--- src/rtl/seqwdt_pkg.sv ---
package seqwdt_pkg;
  localparam logic [7:0] KEY_FIRST  = 8'h1E;
  localparam logic [7:0] KEY_SECOND = 8'hE1;

  // number of prescaled ticks in one period for a given exponent
  function automatic int unsigned wdt_span(input int unsigned base_exp,
                                           input logic [2:0] wto);
    return 32'd1 << (base_exp + int'(wto));
  endfunction

  // count clock runs at full oscillator rate only in doubling mode with select clear
  function automatic logic wdt_fast(input logic dbl, input logic sel);
    return dbl & ~sel;
  endfunction
endpackage

--- src/rtl/seqwdt_key.sv ---
module seqwdt_key
  import seqwdt_pkg::*;
(
  input  logic       clk,
  input  logic       rst_n,
  input  logic       wr,
  input  logic [7:0] data,
  output logic       fire
);
  logic got_first_q;

  assign fire = wr && got_first_q && (data == KEY_SECOND);

  always_ff @(posedge clk or negedge rst_n) begin
    if (!rst_n)   got_first_q <= 1'b0;
    else if (wr)  got_first_q <= (data == KEY_FIRST);
  end
endmodule

--- src/rtl/seqwdt_clkdiv.sv ---
module seqwdt_clkdiv (
  input  logic clk,
  input  logic rst_n,
  input  logic clear,
  input  logic run,
  input  logic fast,
  output logic tick,
  output logic phase
);
  logic ph_q;

  assign tick  = run && (fast || ph_q);
  assign phase = ph_q;

  always_ff @(posedge clk or negedge rst_n) begin
    if (!rst_n)      ph_q <= 1'b0;
    else if (clear)  ph_q <= 1'b0;
    else if (run)    ph_q <= ~ph_q;
  end
endmodule

--- src/rtl/seqwdt_core.sv ---
module seqwdt_core
  import seqwdt_pkg::*;
#(
  parameter int unsigned PRE_DIV  = 6,
  parameter int unsigned BASE_EXP = 14
) (
  input  logic       clk,
  input  logic       rst_n,
  input  logic       fire,
  input  logic       tick,
  input  logic       pdown,
  input  logic [2:0] wto_prog,
  output logic       armed,
  output logic       ovf
);
  localparam int unsigned PRE_W = (PRE_DIV > 1) ? $clog2(PRE_DIV) : 1;
  localparam int unsigned CNT_W = BASE_EXP + 7;
  localparam logic [PRE_W-1:0] PRE_LAST = PRE_W'(PRE_DIV - 1);

  logic             armed_q;
  logic [PRE_W-1:0] pre_q;
  logic [CNT_W-1:0] cnt_q;
  logic [2:0]       wto_act_q;
  logic             pre_wrap;
  logic [CNT_W-1:0] cnt_last;

  assign cnt_last = CNT_W'(wdt_span(BASE_EXP, wto_act_q) - 1);
  assign pre_wrap = tick && (pre_q == PRE_LAST);
  assign ovf      = armed_q && pre_wrap && (cnt_q == cnt_last) && !fire;
  assign armed    = armed_q;

  always_ff @(posedge clk or negedge rst_n) begin
    if (!rst_n) begin
      armed_q   <= 1'b0;
      pre_q     <= '0;
      cnt_q     <= '0;
      wto_act_q <= '0;
    end else if (fire) begin
      armed_q   <= 1'b1;
      pre_q     <= '0;
      cnt_q     <= '0;
      wto_act_q <= wto_prog;
    end else if (ovf) begin
      armed_q   <= 1'b0;
      pre_q     <= '0;
      cnt_q     <= '0;
    end else if (tick) begin
      if (pre_wrap) begin
        pre_q <= '0;
        cnt_q <= cnt_q + 1'b1;
      end else begin
        pre_q <= pre_q + 1'b1;
      end
    end
  end

  assert_disarmed_zero_R1: assert property (@(posedge clk) disable iff (!rst_n)
    !armed_q |-> (cnt_q == '0) && (pre_q == '0));
  assert_armed_holds_R3: assert property (@(posedge clk) disable iff (!rst_n)
    (armed_q && !ovf) |=> armed_q);
  assert_no_overflow_R4: assert property (@(posedge clk) disable iff (!rst_n)
    cnt_q <= cnt_last);
  assert_freeze_R8: assert property (@(posedge clk) disable iff (!rst_n)
    (pdown && !fire) |=> $stable(cnt_q) && $stable(pre_q));
endmodule

--- src/rtl/seqwdt_pulse.sv ---
module seqwdt_pulse #(
  parameter int unsigned PULSE_LEN = 96
) (
  input  logic clk,
  input  logic rst_n,
  input  logic start,
  output logic pulse
);
  localparam int unsigned PW = $clog2(PULSE_LEN + 1);
  logic [PW-1:0] left_q;

  assign pulse = (left_q != '0);

  always_ff @(posedge clk or negedge rst_n) begin
    if (!rst_n)          left_q <= '0;
    else if (start)      left_q <= PW'(PULSE_LEN);
    else if (left_q != '0) left_q <= left_q - 1'b1;
  end

  assert_pulse_start_R6: assert property (@(posedge clk) disable iff (!rst_n)
    start |=> pulse);
  assert_pulse_cause_R6: assert property (@(posedge clk) disable iff (!rst_n)
    $rose(pulse) |-> $past(start));
endmodule

--- src/rtl/seqwdt_top.sv ---
module seqwdt_top
  import seqwdt_pkg::*;
#(
  parameter int unsigned PRE_DIV   = 6,
  parameter int unsigned BASE_EXP  = 14,
  parameter int unsigned PULSE_LEN = 96
) (
  input  logic       clk,
  input  logic       rst_n,
  input  logic       svc_wr,
  input  logic [7:0] svc_data,
  input  logic       prog_wr,
  input  logic [2:0] prog_wto,
  input  logic       dbl_speed,
  input  logic       slow_sel,
  input  logic       idle_st,
  input  logic       pdown_st,
  output logic       wdt_rst_o
);
  logic       fire, armed, ovf, tick, phase, run;
  logic [2:0] wto_q;

  always_ff @(posedge clk or negedge rst_n) begin
    if (!rst_n)       wto_q <= '0;
    else if (prog_wr) wto_q <= prog_wto;
  end

  assign run = armed && !pdown_st;

  seqwdt_key u_key (
    .clk(clk), .rst_n(rst_n), .wr(svc_wr), .data(svc_data), .fire(fire));

  seqwdt_clkdiv u_div (
    .clk(clk), .rst_n(rst_n), .clear(fire), .run(run),
    .fast(wdt_fast(dbl_speed, slow_sel)), .tick(tick), .phase(phase));

  seqwdt_core #(.PRE_DIV(PRE_DIV), .BASE_EXP(BASE_EXP)) u_core (
    .clk(clk), .rst_n(rst_n), .fire(fire), .tick(tick), .pdown(pdown_st),
    .wto_prog(wto_q), .armed(armed), .ovf(ovf));

  seqwdt_pulse #(.PULSE_LEN(PULSE_LEN)) u_pulse (
    .clk(clk), .rst_n(rst_n), .start(ovf), .pulse(wdt_rst_o));

  assert_idle_runs_R7: assert property (@(posedge clk) disable iff (!rst_n)
    (idle_st && armed && !pdown_st && !fire) |=> (phase != $past(phase)));
endmodule

--- config.mk ---
export PLATFORM = sky130hd
export DESIGN_NAME = seqwdt_top
export DESIGN_NICKNAME = d
export VERILOG_FILES = /design/src/rtl/seqwdt_pkg.sv /design/src/rtl/seqwdt_key.sv /design/src/rtl/seqwdt_clkdiv.sv /design/src/rtl/seqwdt_core.sv /design/src/rtl/seqwdt_pulse.sv /design/src/rtl/seqwdt_top.sv
export SDC_FILE = /design/constraint.sdc
export NUM_CORES = 1
export LEC_CHECK = 0
export ABC_AREA = 1
export BUFFER_PORTS_ARGS = -buffer_cell sky130_fd_sc_hd__buf_2
export CAP_MARGIN = 20
export CORE_MARGIN = 2
export CORE_UTILIZATION = 40
export DETAILED_ROUTE_END_ITERATION = 12
export GPL_TIMING_DRIVEN = 0
export SLEW_MARGIN = 10
export SYNTH_ARGS = -nofsm -noshare
export SYNTH_HDL_FRONTEND = slang
export SYNTH_SLANG_ARGS = --single-unit
export TNS_END_PERCENT = 50
--- constraint.sdc ---
create_clock -name clk -period 2.45 [get_ports clk]
set_input_delay 0.1225 -clock clk [delete_from_list [all_inputs] [get_ports clk]]
set_output_delay 0.1225 -clock clk [all_outputs]
set_load 0.02 [all_outputs]
==> out/results.txt <==
The path depth of the worst reg2reg path was 11; the final number of hold-violating endpoints was 0. VDD sags by at most 0.000404 V. In the finished design, the share of the clock period the worst path needs comes to 90.7%. Cells fill 46.0% of the core in the end. The layout filler cell count is 623. The global-route wire length before repair was 9560 µm; the final-layout worst hold slack was 0.0321 ns. For the worst setup path, the data required time is 2.63 ns. Overall die height: 84.0 µm. The dominant combinational cell family by area after synthesis is simple AND/OR/NAND/NOR gates. For this block, the routed nets add up to 5200 µm of wire. The kind of cell with the highest combined delay along the critical path is simple AND/OR/NAND/NOR gates. The run gives 0 as the total DRC errors in the routed layout. The setup check on the worst reg-to-reg path leaves a slack of 0.23 ns. The tools report the launch point of the worst hold path as svc_wr. The layout-stage area growth over the synthesis result was 12.8%. The proportion of synthesized flip-flops having asynchronous set or reset works out to 100%. Buffers added to address setup during post-CTS repair amount to 0. For the headroom to the max-slew limit, the log shows 38.6%.

The average wire per cell in the routed design was 11.9 µm. In this run the critical register-to-register path is captured at u_core.cnt_q[18]. The floorplan step defined a die boundary enclosing 7050 µm². The depth of the critical timing path with buffers and inverters included works out to 11. The first detailed-routing pass took 4 iterations. The run finished with clean final reports. Of all nets on the critical path, the largest fanout is 10. When the netlist entered floorplanning its net count stood at 363. At the end of the flow, the number of nets in the layout was 389. Traced cell by cell, the critical path runs through inv_1 -> ha_1 -> a21oi_1 -> inv_1 -> nand2_1 -> nand3_1 -> nor3_2 -> nand3_1 -> nand2_2 -> buf_8 -> nor2_2. Entering global routing, the biggest net connects 41 pins. The number of synthesized flops with an enable pin works out to 0. The clock tree synthesis step divided the H-tree into 2 levels. The tools report the total routing usage reported by global routing as 16.7%. At the end of routability-driven placement, the weighted congestion stood at 0.884.

The run gives 76 as the number of DRC markers after the initial detailed-route iteration. Row generation in the floorplan step produced 29 rows. Following the worst setup path forward leads to its endpoint at u_core.cnt_q[18].

The share of the synthesized area in compound gates (AO/OA/AOI/OAI) was 3.67%. Setup violations remaining at the end of the flow were counted as 0. The run gives 20 as the number of top-level pins. The critical path contains buffers and inverters numbering 3 combined.

The worst setup path is captured at a flip-flop. The post-synthesis simple-gate area fraction came out at 35.3%. The tools report the startpoint of the worst setup timing path as u_core.wto_act_q[1]. After clock tree synthesis, the clock-pin slew on the worst setup and hold paths is 0.08 ns.

In this run the tool buffered the top-level ports with 18 buffer cells. The final sum of negative setup slack is 0 ns, and the fraction of synthesized cell area in xor and xnor cells is 7.53%. The total power divided by cell area was 573 nW/µm²; the count of inserted antenna diode cells was 0. The insertion delay to the later sink of the worst-skew pair was 0.29 ns.

On the critical path, the stage with the largest delay is an instance of sky130_fd_sc_hd__dfrtp_2. The horizontal die dimension is 84.0 µm. The run gives 0 as the number of antenna violations at the first check in global routing. The highest cell delay on the worst timing path was 0.45 ns; the leakage dissipation was 0.00139 µW. The portion of synthesized area spent on multiplexers is 1.32%. The HPWL reported at the end of detailed placement was 3870 µm; the worst endpoint data arrival time was 2.41 ns. The synthesized netlist contains 28 unique library cells.

The run gives 39.1% as the proportion of synthesized chip area in sequential cells. TritonCTS built the clock tree. Based on the critical path, the design can be clocked at up to 450 MHz.

For the max-slew violation total from the final report, the log shows 0. The worst register-to-register path begins at u_core.wto_act_q[1]. The via count of the first global-routing pass came out at 2126. Area of the core region: 6280 µm². The share of synthesized cell area in full adder, half adder and majority cells is 4.40%.

The commonest register cell after synthesis is sky130_fd_sc_hd__dfrtp_1. For this block, the via count after detailed routing is 2088. STA classifies the critical path startpoint as a flip-flop. Actual slew at the worst max-slew pin: 0.920 ns. The synthesized netlist occupies a cell area of 2560 µm². Once detail routing completed, the nets flagged for antenna violations numbered 0. The number of maximum-capacitance constraint violations came out at 0. The tree is rooted in a sky130_fd_sc_hd__clkbuf_8. Clock skew on the completed layout was measured at 0.00729 ns. The routed design could run at a clock period as short as 2.22 ns. The tightest min-delay check is of the in -> reg type.

The tools report the maximum count of clock buffers along a single path as 2. The post-synthesis instance total was 335; the warning count from the yosys run was 0. Setup repair after global routing left no endpoint under its margin. The number of buffers added by the clock tree synthesis step came out at 5. The via density per instance came out at 4.77. The run gives 0 as the remaining global-route overflow. The initial standard-cell utilization of the core is 40.8%, and the mean instance size in the synthesized netlist is 7.64 µm². The number of clock sinks is 40. Cells with a size suffix above 1 make up 18.8% of the layout. The classification of the worst setup path was reg -> reg. The number of synthesized register bits works out to 40.
-- worst min-delay path by stage --
stage	cells after the start	to	slack [ns]
2_1_floorplan	0	u_core.armed	-0.17
3_3_place_gp	1	wto_q[2]	0.31
3_5_place_dp	1	wto_q[1]	0.32
4_1_cts	2	u_key.got_first_q	0.03
5_1_grt	2	u_key.got_first_q	0.03
6_report	2	u_key.got_first_q	0.03
-- cell usage after synthesis (all sizes together), types with 2 or more instances --
cell type | count | share of area [%]
ha | 9 | 4.4
xnor2 | 5 | 1.7
a21oi | 8 | 1.6
xor2 | 17 | 5.8
nand2 | 87 | 13
buf | 3 | 1.5
o31ai | 2 | 0.59
nor2 | 61 | 11
dfrtp | 40 | 39
nand3 | 20 | 4.5
inv | 48 | 7.2
o21ai | 5 | 0.98
nand4 | 14 | 3.4
mux2 | 3 | 1.3
nor3 | 10 | 2.3
-- cell type report --
type	instances	area [µm²]	area share [%]
Clock inverter	2	60.1	2.08
Clock buffer	5	68.8	2.39
Inverter	48	185	6.42
Multi-Input combinational cell	244	1340	46.3
Buffer	3	37.5	1.30
Tap cell	77	96.3	3.34
Sequential cell	40	1000	34.7
Timing Repair Buffer	19	100	3.47
-- layer usage --
layer	up-vias	part of all wire, %	GRT usage, %	wire, µm
li1	1107	-	-	-
met4	0	0.77	4.40	40
met2	14	47	27.2	2420
met3	4	2.3	3.66	120
met1	963	50	22.5	2620
met5	-	0	0	0
-- report_power, final --
part / internal, µW / total, µW / switching, µW
clock network: 401 / 634 / 233
logic: 109 / 256 / 146
registers: 716 / 764 / 47.6
-- state kept, by name, summed over array words and instances (netlist names) --
| register | cells |
|---|---|
| wto_q | 3 |
| u_core.pre_q | 3 |
| u_core.armed | 1 |
| u_key.got_first_q | 1 |
| u_core.cnt_q | 21 |
| u_pulse.left_q | 7 |
| u_div.phase | 1 |
| u_core.wto_act_q | 3 |
-- cell families (layout without fill, tap and decap cells) --
family	after synthesis	after routing
simple gates	193	193
flops	40	40
xor+xnor	22	22
mux	3	3
buf+inv	51	77
fa+ha+maj	9	9
compound gates	17	17
-- metrics by stage --
step / cells / total power [µW] / instance area [µm²] / setup WS, ns
after floorplan: 335 / 955 / 2560 / 0.528
after global placement: 430 / 1020 / 2750 / 0.183
after detailed placement: 430 / 1040 / 2750 / 0.161
after CTS: 438 / 1680 / 2880 / 0.148
after global routing: 438 / 1750 / 2890 / 0.0528
final: 438 / 1650 / 2890 / 0.227
-- cells in the final DEF, fill, tap and decap left out, types with 2 or more instances in the layout --
master	synthesis	routed
sky130_fd_sc_hd__nand3_1	17	17
sky130_fd_sc_hd__nand2_2	3	3
sky130_fd_sc_hd__dfrtp_1	40	39
sky130_fd_sc_hd__inv_2	6	6
sky130_fd_sc_hd__nor2_2	16	16
sky130_fd_sc_hd__nor3_2	2	2
sky130_fd_sc_hd__xnor2_1	5	5
sky130_fd_sc_hd__nor2_4	3	3
sky130_fd_sc_hd__ha_1	9	9
sky130_fd_sc_hd__mux2_2	3	3
sky130_fd_sc_hd__clkbuf_8	0	5
sky130_fd_sc_hd__nand4_1	14	14
sky130_fd_sc_hd__a21oi_1	8	8
sky130_fd_sc_hd__buf_8	2	2
sky130_fd_sc_hd__buf_2	0	18
sky130_fd_sc_hd__xor2_1	17	17
sky130_fd_sc_hd__bufinv_16	0	2
sky130_fd_sc_hd__inv_1	40	40
sky130_fd_sc_hd__nand3_2	3	3
sky130_fd_sc_hd__nor3_1	8	8
sky130_fd_sc_hd__inv_4	2	2
sky130_fd_sc_hd__nand2_1	83	83
sky130_fd_sc_hd__o21ai_0	4	4
sky130_fd_sc_hd__o31ai_1	2	2
sky130_fd_sc_hd__nor2_1	42	42
-- timing repair --
item	4_1_cts	5_1_grt
gates resized for setup	0	1
setup endpoints to repair	0	10
endpoints found under the hold margin	26	0
hold buffers	1	0
(Power assumes the default switching activity.)
